===== src/rtl/codec_sport_pkg.sv =====
// Shared widths, register-map constants and word decode for the codec serial port.
// Assumes a 16-bit word and a 3-bit register address.
package codec_sport_pkg;
    localparam int unsigned WORD_W   = 16;
    localparam int unsigned ADDR_W   = 3;
    localparam int unsigned NUM_REGS = 1 << ADDR_W;
    localparam int unsigned CNT_W    = $clog2(WORD_W + 2);
    localparam int unsigned PWR_REG  = 1;
    localparam int unsigned PWR_BIT  = 3;

    typedef logic [WORD_W-1:0] word_t;
    typedef logic [ADDR_W-1:0] addr_t;

    // Address word: top bit set, bits between top and address all zero.
    function automatic logic is_addr_word(input word_t w);
        return w[WORD_W-1] && (w[WORD_W-2:ADDR_W] == '0);
    endfunction
endpackage


===== src/rtl/csp_bitclk.sv =====
// Bit clock generator: divides clk by CLK_DIV into sclk and gives one-cycle
// ticks ahead of the rising and falling sclk edges. CLK_DIV must be even and >= 4.
module csp_bitclk #(
    parameter int unsigned CLK_DIV = 8
) (
    input  logic clk,
    input  logic rst_n,
    output logic sclk,
    output logic rise_tick,
    output logic fall_tick
);
    localparam int unsigned PH_W = $clog2(CLK_DIV);
    localparam int unsigned HALF = CLK_DIV / 2;

    logic [PH_W-1:0] ph_q;

    // Phase counter wrapping every CLK_DIV cycles.
    always_ff @(posedge clk) begin
        if (!rst_n) begin
            ph_q <= '0;
        end else if (ph_q == PH_W'(CLK_DIV - 1)) begin
            ph_q <= '0;
        end else begin
            ph_q <= ph_q + 1'b1;
        end
    end

    assign sclk      = (ph_q < PH_W'(HALF));
    assign rise_tick = (ph_q == PH_W'(CLK_DIV - 1));
    assign fall_tick = (ph_q == PH_W'(HALF - 1));
endmodule


===== src/rtl/csp_rx.sv =====
// Input deserializer and word decoder. Samples sdi_fs/sdi on fall ticks,
// assembles 16-bit words and classifies them as address word, register value
// or DAC sample. Any deassertion of cs drops the word and a pending address.
module csp_rx
    import codec_sport_pkg::*;
(
    input  logic  clk,
    input  logic  rst_n,
    input  logic  cs,
    input  logic  fall_tick,
    input  logic  sdi,
    input  logic  sdi_fs,
    output logic  wr_en,
    output addr_t wr_addr,
    output word_t wr_data,
    output logic  dac_en,
    output word_t dac_data
);
    logic [CNT_W-1:0] left_q;
    word_t            sh_q;
    logic             addr_pend_q;
    addr_t            addr_q;
    word_t            word_in;

    assign word_in = {sh_q[WORD_W-2:0], sdi};

    // Frame detection, bit shifting and word classification.
    always_ff @(posedge clk) begin
        if (!rst_n || !cs) begin
            left_q      <= '0;
            sh_q        <= '0;
            addr_pend_q <= 1'b0;
            addr_q      <= '0;
            wr_en       <= 1'b0;
            wr_addr     <= '0;
            wr_data     <= '0;
            dac_en      <= 1'b0;
            dac_data    <= '0;
        end else begin
            wr_en  <= 1'b0;
            dac_en <= 1'b0;
            if (fall_tick) begin
                if (left_q == '0) begin
                    if (sdi_fs) begin
                        left_q <= CNT_W'(WORD_W);
                    end
                end else begin
                    sh_q   <= word_in;
                    left_q <= left_q - 1'b1;
                    if (left_q == CNT_W'(1)) begin
                        if (addr_pend_q) begin
                            wr_en       <= 1'b1;
                            wr_addr     <= addr_q;
                            wr_data     <= word_in;
                            addr_pend_q <= 1'b0;
                        end else if (is_addr_word(word_in)) begin
                            addr_pend_q <= 1'b1;
                            addr_q      <= word_in[ADDR_W-1:0];
                        end else begin
                            dac_en   <= 1'b1;
                            dac_data <= word_in;
                        end
                    end
                end
            end
        end
    end
endmodule


===== src/rtl/csp_regs.sv =====
// Control register file: NUM_REGS words, written by the decoder, reset to zero.
// Exposes all words flat and the power-up bit.
module csp_regs
    import codec_sport_pkg::*;
(
    input  logic                       clk,
    input  logic                       rst_n,
    input  logic                       wr_en,
    input  addr_t                      wr_addr,
    input  word_t                      wr_data,
    output logic [NUM_REGS*WORD_W-1:0] regs_flat,
    output logic                       pwr_on
);
    word_t regs_q [NUM_REGS];

    for (genvar i = 0; i < NUM_REGS; i++) begin : g_reg
        // One register word, loaded when its address is written.
        always_ff @(posedge clk) begin
            if (!rst_n) begin
                regs_q[i] <= '0;
            end else if (wr_en && (wr_addr == addr_t'(i))) begin
                regs_q[i] <= wr_data;
            end
        end
        assign regs_flat[i*WORD_W +: WORD_W] = regs_q[i];
    end

    assign pwr_on = regs_q[PWR_REG][PWR_BIT];
endmodule


===== src/rtl/csp_tx.sv =====
// Output serializer: holds the newest ADC sample, and on rise ticks sends a
// one-slot frame sync followed by 16 bits MSB first. Needs pwr_on to start a
// frame; cs low drops the frame in flight and any pending sample.
module csp_tx
    import codec_sport_pkg::*;
(
    input  logic  clk,
    input  logic  rst_n,
    input  logic  cs,
    input  logic  rise_tick,
    input  logic  pwr_on,
    input  logic  adc_stb,
    input  word_t adc_data,
    output logic  sdo,
    output logic  sdo_fs
);
    localparam logic [CNT_W-1:0] LAST_POS = CNT_W'(WORD_W + 1);

    logic             pend_q;
    word_t            buf_q;
    word_t            sh_q;
    logic [CNT_W-1:0] pos_q;
    logic             can_start;

    assign can_start = pend_q && pwr_on && ((pos_q == '0) || (pos_q == LAST_POS));

    // Sample holding, frame sequencing and bit shifting.
    always_ff @(posedge clk) begin
        if (!rst_n || !cs) begin
            pend_q <= 1'b0;
            buf_q  <= '0;
            sh_q   <= '0;
            pos_q  <= '0;
            sdo    <= 1'b0;
            sdo_fs <= 1'b0;
        end else begin
            if (rise_tick) begin
                if (can_start) begin
                    sdo_fs <= 1'b1;
                    sdo    <= 1'b0;
                    sh_q   <= buf_q;
                    pos_q  <= CNT_W'(1);
                    pend_q <= 1'b0;
                end else if (pos_q == LAST_POS) begin
                    sdo_fs <= 1'b0;
                    sdo    <= 1'b0;
                    pos_q  <= '0;
                end else if (pos_q != '0) begin
                    sdo_fs <= 1'b0;
                    sdo    <= sh_q[WORD_W-1];
                    sh_q   <= {sh_q[WORD_W-2:0], 1'b0};
                    pos_q  <= pos_q + 1'b1;
                end
            end
            if (adc_stb && pwr_on) begin
                buf_q  <= adc_data;
                pend_q <= 1'b1;
            end
        end
    end
endmodule


===== src/rtl/codec_sport.sv =====
// Codec serial port top: bit clock, input decoder, register file, output
// serializer and the DAC sample hold. Assumes cs is synchronous to clk.
module codec_sport
    import codec_sport_pkg::*;
#(
    parameter int unsigned CLK_DIV = 8
) (
    input  logic                       clk,
    input  logic                       rst_n,
    input  logic                       cs,
    input  logic                       sdi,
    input  logic                       sdi_fs,
    input  logic                       adc_stb,
    input  logic [WORD_W-1:0]          adc_data,
    input  logic                       dac_tick,
    output logic                       sclk,
    output logic                       sdo,
    output logic                       sdo_fs,
    output logic                       port_oe,
    output logic [WORD_W-1:0]          dac_out,
    output logic [NUM_REGS*WORD_W-1:0] cfg_regs
);
    logic  rise_tick, fall_tick;
    logic  wr_en, dac_en, pwr_on;
    addr_t wr_addr;
    word_t wr_data, dac_data, dac_next_q;

    csp_bitclk #(.CLK_DIV(CLK_DIV)) bitclk_i (
        .clk(clk), .rst_n(rst_n), .sclk(sclk),
        .rise_tick(rise_tick), .fall_tick(fall_tick)
    );

    csp_rx rx_i (
        .clk(clk), .rst_n(rst_n), .cs(cs), .fall_tick(fall_tick),
        .sdi(sdi), .sdi_fs(sdi_fs),
        .wr_en(wr_en), .wr_addr(wr_addr), .wr_data(wr_data),
        .dac_en(dac_en), .dac_data(dac_data)
    );

    csp_regs regs_i (
        .clk(clk), .rst_n(rst_n), .wr_en(wr_en), .wr_addr(wr_addr),
        .wr_data(wr_data), .regs_flat(cfg_regs), .pwr_on(pwr_on)
    );

    csp_tx tx_i (
        .clk(clk), .rst_n(rst_n), .cs(cs), .rise_tick(rise_tick),
        .pwr_on(pwr_on), .adc_stb(adc_stb), .adc_data(adc_data),
        .sdo(sdo), .sdo_fs(sdo_fs)
    );

    // Output drive enable registered from chip select.
    always_ff @(posedge clk) begin
        if (!rst_n) begin
            port_oe <= 1'b0;
        end else begin
            port_oe <= cs;
        end
    end

    // DAC hold: latest received sample moves to dac_out on each tick.
    always_ff @(posedge clk) begin
        if (!rst_n) begin
            dac_next_q <= '0;
            dac_out    <= '0;
        end else begin
            if (dac_en) begin
                dac_next_q <= dac_data;
            end
            if (dac_tick) begin
                dac_out <= dac_next_q;
            end
        end
    end
endmodule


===== config.mk =====
export PLATFORM = sky130hd
export DESIGN_NAME = codec_sport
export DESIGN_NICKNAME = d
export VERILOG_FILES = /design/src/rtl/codec_sport_pkg.sv /design/src/rtl/csp_bitclk.sv /design/src/rtl/csp_rx.sv /design/src/rtl/csp_regs.sv /design/src/rtl/csp_tx.sv /design/src/rtl/codec_sport.sv
export SDC_FILE = /design/constraint.sdc
export NUM_CORES = 1
export LEC_CHECK = 0
export BUFFER_PORTS_ARGS = -buffer_cell sky130_fd_sc_hd__buf_2
export CORE_AREA = 2 2 139 141
export CTS_CLUSTER_SIZE = 24
export DETAILED_ROUTE_END_ITERATION = 12
export DIE_AREA = 0 0 141 143
export HOLD_SLACK_MARGIN = 0.08
export PLACE_DENSITY = 0.78
export SETUP_SLACK_MARGIN = 0.1
export SLEW_MARGIN = 20
export SYNTH_ARGS = -nofsm -noshare
export SYNTH_HDL_FRONTEND = slang
export SYNTH_SLANG_ARGS = --single-unit

===== constraint.sdc =====
create_clock -name clk -period 2.69 [get_ports clk]
set_input_delay 0.538 -clock clk [delete_from_list [all_inputs] [get_ports clk]]
set_output_delay 0.538 -clock clk [all_outputs]
set_load 0.02 [all_outputs]

# Word-level counts from Yosys, hierarchy flattened

Memories as Yosys holds them, arrays and structs flattened.
Cells that the tools add are included.

Memories kept: 1
Memory bits (writable): 128
Output and inout port bits: 148
Flip-flop bits (word level): 137
Logic and storage cells: 142

Bitwise logic cells: 14
$add $sub $neg: 3
Muxes and demuxes: 54
Reductions and logical operators: 37
Eq/ne operators: 13
Magnitude comparators: 1

Memory list:

| memory        | depth | width | rd ports | clocked after Yosys merged registers in | write ports | RTL line       | text |
|---|---|---|---|---|---|---|---|
| regs_i.regs_q | 8     | 16    | 8        | 0                                       | 8           | csp_regs.sv:14 | `word_t regs_q [NUM_REGS];` |

Operators by type and width:

| cell                | count |
|---|---|
| $mux 16             | 11 |
| $mux 1              | 38 |
| $mux 5              | 5 |
| $eq 3x3->1 const B  | 5 |
| $logic_and 1x1->1   | 12 |
| $logic_not 12->1    | 1 |
| $logic_not 5->1     | 2 |
| $reduce_and 5->1    | 2 |
| $eq 3x2->1 const B  | 3 |
| $or 1x1->1          | 8 |
| $reduce_and 2->1    | 4 |
| $not 1->1           | 6 |
| $reduce_and 3->1    | 2 |
| $reduce_bool 2->1   | 3 |
| $add 5x1->5 const B | 1 |
| $eq 5x1->1 const B  | 1 |
| $eq 5x5->1 const B  | 1 |
| $reduce_bool 5->1   | 1 |
| $reduce_or 5->1     | 1 |
| $sub 5x1->5 const B | 1 |
| $reduce_and 4->1    | 1 |
| $reduce_or 4->1     | 1 |
| $add 3x1->3 const B | 1 |
| $eq 3x1->1 const B  | 1 |
| 8 further kinds     | 10 |

# Logic depth before layout (Yosys ltp)

Gate-level depths: netlist of the first run.

Depth after elaboration: 6
Gate-level depth with buffers: 8

# Modules after synthesis

A second synthesis of the first run with hierarchy kept.

Cells, all modules: 888
Area total of the unflattened synthesis: 10151.0 µm²

Modules (own cells, without submodules):

| module      | sequential area each (µm²) | cells an instance | area an instance (µm²) | instances |
|---|---|---|---|---|
| csp_regs    | 3843.7                     | 323               | 4689.5                 | 1 |
| csp_rx      | 1221.2                     | 244               | 2339.7                 | 1 |
| csp_tx      | 800.8                      | 206               | 1735.4                 | 1 |
| codec_sport | 660.6                      | 105               | 1261.2                 | 1 |
| csp_bitclk  | 60.1                       | 10                | 125.1                  | 1 |

# Worst setup path after synthesis of the first run

No wires, ideal clock.

Path type: register to register
From: register rx_i.wr_addr[0]
To: memory regs_i.regs_q[1][0] (netlist bit), enable pin
Stages on the path, launching flop included: 4
Clock period less this slack: 2235 ps
Data arrival time: 1824 ps
Buffers on the path: 1
Library setup time: 411 ps
Path slack: 455 ps
Required time: 2279 ps
Cell sequence: dfxtp_1 clkbuf_2 nand2b_1 o21ai_0

RTL lines:

| what                   | RTL line       | text |
|---|---|---|
| from (decl)            | csp_rx.sv:14   | `output addr_t wr_addr,` |
| from (signal assigned) | csp_rx.sv:53   | `wr_addr <= addr_q;` |
| to (decl)              | csp_regs.sv:14 |  |

# Final worst setup path of the first run

From: register bitclk_i.ph_q[0]
To: register rx_i.addr_q[1]

Cells in the longest elaborated chain, start to end: 2

Ends and longest elaborated chain:

| what                              | RTL line         | text |
|---|---|---|
| from (decl)                       | csp_bitclk.sv:15 | `logic [PH_W-1:0] ph_q;` |
| from (signal assigned)            | csp_bitclk.sv:24 | `ph_q <= ph_q + 1'b1;` |
| $eq 3x2->1                        | csp_bitclk.sv:30 | `assign fall_tick = (ph_q == PH_W'(HALF - 1));` |
| $reduce_and 5->1 (no source line) | --               |  |
| to (signal assigned)              | csp_rx.sv:58     | `addr_q <= word_in[ADDR_W-1:0];` |
| to (decl)                         | csp_rx.sv:22     | `addr_t addr_q;` |

Every way passes these cells.
A chain may end at the register's enable or synchronous reset.

==> flow_summary.yaml, run 1 <==
hold_path:
  hold_class: "in2reg"
final_layout:
  antenna_cells: 0
  drive_gt1_share_pct: 23.6
  ff_latch_area_mm2: 0.00659
  fin_util_pct: 65.0
  nFillCells: 1418
  area_delta_synth_final_pct: 18.1
  nets: 1050
  multi_input_area_mm2: 0.00339
logic_synthesis:
  synth_common_cells: "dfxtp_1, and2_1, edfxtp_1"
  syn_inst: 845
  synth.most_common_cell: "dfxtp_1"
  synth_flop_cell: "dfxtp_1"
  synthesis.nets: 877
  synth_area_leaders: "edfxtp_1, dfxtp_1, mux2i_1"
  yosys.area.top_type: "edfxtp_1"
  synth-seq-cells: 265
  yosysWarnings: 0
  ys_seq_area_share_pct: 64.4
  synth.avg_cell_area_um2: 12.1
  synth_cell_type_count: 51
  syn_area_mm2: 0.0102
  synth-edff-count: 128
  yosysTopAreaCellShare_pct: 37.6
  ys_async_sr_fraction_pct: 0
worst_setup_path:
  reg2reg_from: "bitclk_i.ph_q[0]"
  crit_arrival_ps: 2660
  start_kind: "flop"
  crit_required_ps: 3130
  worstSetupStartpoint: "bitclk_i.ph_q[0]"
  r2r-end: "rx_i.addr_q[1]"
  worstSetupEndpointType: "flop"
  crit_path_end: "rx_i.addr_q[1]"
  r2r_cells: 6
  crit_fanout: 14
  reg2reg_slack_ps: 470
  crit_type: "reg2reg"
global_route:
  grt_pass1_vias: 6380
  grt_max_degree: 74
  grt_usage_pct: 21.3
  grt_pass1_wl_um: 34100
  grt_overflow_total: 0
  antenna_found_initial: 0
drt:
  wl_um: 21700
  ant_nets: 0
  dr_total_vias: 6596
  vias_per_cell: 5.19
  drt_iter0_markers: 331
  drc: 0
  drtPass1Iterations: 4
  wl_per_cell_um: 17.0
floorplanning:
  rows: 50
  dieArea_mm2: 0.0202
  die_y_um: 143
  start_util_pct: 55.0
  core-area_mm2: 0.0186
  die_w_um: 141
  pin_count: 171
timing:
  fmax_mhz: 450
  hold_viol: 0
  slew_headroom_pct: 40.8
  tightest_slew_ps: 887
  final.setup_skew_ps: 20.4
  tns_ps: 0
  setup_viol: 0
  post-route-min-period_ps: 2220
  finalCritPeriodShare_pct: 82.6
  rsz0062_at_grt: "no"
  slew_viol_final: 0
clocking:
  cts_setup_buffers: 0
  root_buffer: "clkbuf_16"
  ctsResizeCount: 0
  cts_made_buffers: 26
  path_clk_slew_ps: 60
  insertion_delay_ps: 540
  cts.path.max_buffers: 3
  cts_htree_levels: 1
  tritoncts: "yes"
  cts_hold_buf: 0
  cts.sinks: 265
power:
  total_leakage_power_uw: 0.00509
  ir_drop_mv: 0.463
  power.density_mw_per_mm2: 656
place:
  hpwl_um: 14600
  gp_congestion: 0.834
  port-buffer-count: 170
status:
  status: "complete, no violations"
job:
  maxCapViolCount: 0
[report_power, final]
group | total [uW] | internal (uW) | switching (uW)
clock network | 3300 | 1850 | 1450
logic | 307 | 92.5 | 215
registers | 4320 | 4290 | 28.9
[sequential cells by signal, summed over array words and instances, names as in the netlist, 3 cells and up]
signal and flops:
regs_i.regs_q 128, dac_next_q 16, dac_out 16, rx_i.dac_data 16
rx_i.wr_data 16, tx_i.buf_q 16, tx_i.sh_q 16, rx_i.sh_q 15
rx_i.left_q 5, tx_i.pos_q 5, bitclk_i.ph_q 3, rx_i.addr_q 3
rx_i.wr_addr 3
[stage by stage]
step                area [um^2]  hold slack (ps)  worst slack (ps)  instances  power (uW)
floorplan                 10200              398               455        845        4590
global placement          11300              405               611       1224        4710
detailed placement        11300              419               499       1224        4720
CTS                       12100              233               470       1271        7990
global route              12100              238               232       1271        8150
finish                    12100              250               469       1271        7920
[logic make-up (layout without fill, tap and decap cells)]
logic type	after synthesis	after routing	synth area share [%]
fa+ha+maj	9	9	1.10
buf+inv	56	248	2.59
simple gates	319	319	17.3
compound gates	106	106	5.75
xor+xnor	2	2	0.171
mux	88	88	8.66
flops	265	265	64.4
[worst min-delay path by stage]
stage	startpoint	endpoint	slack [ps]	depth (start not counted)
2_1_floorplan	bitclk_i.ph_q[0]	bitclk_i.ph_q[0]	400	1
3_3_place_gp	bitclk_i.ph_q[0]	bitclk_i.ph_q[0]	410	1
3_5_place_dp	bitclk_i.ph_q[0]	bitclk_i.ph_q[0]	420	1
4_1_cts	adc_data[7]	tx_i.buf_q[7]	230	3
5_1_grt	adc_data[7]	tx_i.buf_q[7]	240	3
6_report	adc_data[0]	tx_i.buf_q[0]	250	3
[cells in the final DEF (no fill, tap or decap), drive strengths merged]
cell	instances
a211o	1
a211oi	1
a21bo	1
a21oi	54
a311oi	2
a31o	2
a31oi	2
and2	130
and3	1
and4	2
buf	190
clkbuf	39
clkinv	9
dfxtp	137
edfxtp	128
ha	9
inv	10
mux2	1
mux2i	87
nand2	64
nand2b	5
nand3	12
nand3b	2
nand4	6
nand4b	1
nor2	51
nor2b	34
nor3	5
nor3b	1
nor4	3
o21a	2
o21ai	37
o22ai	1
o31ai	3
or2	1
or4b	1
xor2	2
[routing by layer]
layer	routed length [um]	GRT usage, %
met1	9820	29.0
met2	10000	35.2
met3	1250	3.59
met4	583	6.95
met5	0	0
[critical path: stages, from the launching register on]
cell	delay, ps
dfxtp_1	330
ha_1	170
ha_1	240
nor2b_1	280
nand4_1	560
nor2_4	340
mux2i_1	220
[layout make-up]
| class | instances | share of cell area, % |
|---|---|---|
| timing repair buffer | 190 | 8.29 |
| clock buffer | 39 | 5.96 |
| clock inverter | 8 | 0.414 |
| tap | 234 | 2.42 |
| multi-input combinational | 524 | 28.1 |
| inverter | 11 | 0.342 |
| sequential | 265 | 54.5 |
(Power assumes the default switching activity.)
==> inputs of run 2 (changes only) <==
CORE_AREA = 2 2 147 149   (was 2 2 139 141)
DIE_AREA = 0 0 149 151   (was 0 0 141 143)
PLACE_DENSITY = 0.74   (was 0.78)
clock period = 1.8 ns   (was 2.69 ns; I/O delays follow)
==> run 2 against run 1 <==
Effect of this change: clock power up 72%; total power up 60%; sequential cell count unchanged; final area up 6.5%; register-to-register slack worse by 330 ps; critical path depth up 1; largest cell class unchanged; non-clock buffer count up 45; die area up 12%; sequential power up 50%.
==> flow_summary.yaml, run 2 (synthesis results as in run 1) <==
status:
  status: "complete, no violations"
global_route:
  grt_overflow_total: 0
  antenna_found_initial: 0
  grt_pass1_wl_um: 34600
  grt_max_degree: 58
  grt_usage_pct: 19.4
  grt_pass1_vias: 6474
place:
  pre_cts_ws_ps: -17.5
  port-buffer-count: 170
  gp_congestion: 0.797
  hpwl_um: 14500
clocking:
  root_buffer: "clkbuf_16"
  path_clk_slew_ps: 60
  cts.path.max_buffers: 3
  tritoncts: "yes"
  cts_htree_levels: 1
  cts_made_buffers: 28
  insertion_delay_ps: 540
  cts.sinks: 265
worst_setup_path:
  crit_arrival_ps: 2090
  crit_type: "reg2reg"
  crit_fanout: 5
  crit_required_ps: 2230
  worstSetupEndpointType: "flop"
  start_kind: "flop"
timing:
  final.setup.worst_slack_ps: 134
  setup_viol: 0
  rsz0062_at_grt: "yes"
  post-route-min-period_ps: 1670
  tightest_slew_ps: 589
  fmax_mhz: 600
  final.setup_skew_ps: 14.5
  slew_viol_final: 0
  hold_viol: 0
  slew_headroom_pct: 60.6
  finalCritPeriodShare_pct: 92.5
  tns_ps: 0
drt:
  dr_total_vias: 6845
  drc: 0
  drtPass1Iterations: 5
  vias_per_cell: 5.03
  wl_um: 22100
  drt_iter0_markers: 375
  ant_nets: 0
  wl_per_cell_um: 16.3
final_layout:
  area_delta_synth_final_pct: 25.9
  nets: 1097
  largest_reg_flops: 128
  nFillCells: 1612
  layout_common_cells: "buf_2, dfxtp_1, and2_1"
  layout_commonest_cell: "buf_2"
  drive_gt1_share_pct: 27.6
  top_register: "regs_i.regs_q"
  antenna_cells: 0
floorplanning:
  die_w_um: 149
  core-area_mm2: 0.0208
  dieArea_mm2: 0.0225
  rows: 53
  die_y_um: 151
  pin_count: 171
  start_util_pct: 49.1
hold_path:
  hold_class: "in2reg"
power:
  ir_drop_mv: 0.946
  power.density_mw_per_mm2: 983
  total_leakage_power_uw: 0.00541
job:
  maxCapViolCount: 0
==> run 2: final timing paths <==
| check | slack, ps | startpoint | endpoint | depth (start not counted) |
|---|---|---|---|---|
| max | 130 | tx_i.pos_q[0] | tx_i.sh_q[0] | 7 |
| min | 140 | sdi | rx_i.sh_q[0] | 3 |
| max reg2reg | 130 | tx_i.pos_q[0] | tx_i.sh_q[0] | 7 |
| min reg2reg | 450 | tx_i.sdo_fs | tx_i.sdo_fs | 2 |
==> run 2: layer usage <==
layer  global-route usage, %  routed length (um)  up-vias  share of wire [%]
met5                       0                   0        -                  0
met4                    5.38                 414        0                1.9
met3                    3.34                1470       28                6.7
met2                    31.0               10100      236                 46
met1                    27.4               10100     3218                 46
li1                        -                   -     3363                  -
==> run 2: worst max-delay path: stages (launching register included) <==
cell and delay, ps:
dfxtp_4 370, inv_2 60, ha_4 160, mux2_4 310
a31oi_4 290, buf_4 170, o22ai_1 60, and2_1 150
==> run 2: stage by stage <==
step                total power (uW)  cell area, um^2  utilization (%)  cells  hold WS, ps
floorplan                       6860            10200                -    845          398
global placement                7050            11600             55.5   1285          406
detailed placement              7060            11600             55.5   1285          414
CTS                            12800            12700             61.1   1355          129
global route                   13100            12900             61.8   1361          153
finish                         12700            12900             61.8   1361          144
==> run 2: layout make-up <==
cell class	count	area, um^2	area share (%)
flip-flops and latches	265	6590	51.2
repair buffers	235	1470	11.4
clock inverters	11	83.8	0.651
multi-input cells	524	3480	27.0
inverters	11	41.3	0.321
clock buffers	40	861	6.69
well taps	275	344	2.67
==> run 2: where the power goes <==
group	internal, uW	switching, uW
logic	176	332
registers	6410	44.2
clock network	3460	2230
==> run 2: what timing repair did <==
item	4_1_cts	5_1_grt
setup buffers	2	4
endpoints found under the hold margin	16	0
gates cloned	1	2
hold buffers	16	0
pin swaps	1	3
resized for setup	8	19
endpoints found under the setup margin	79	111
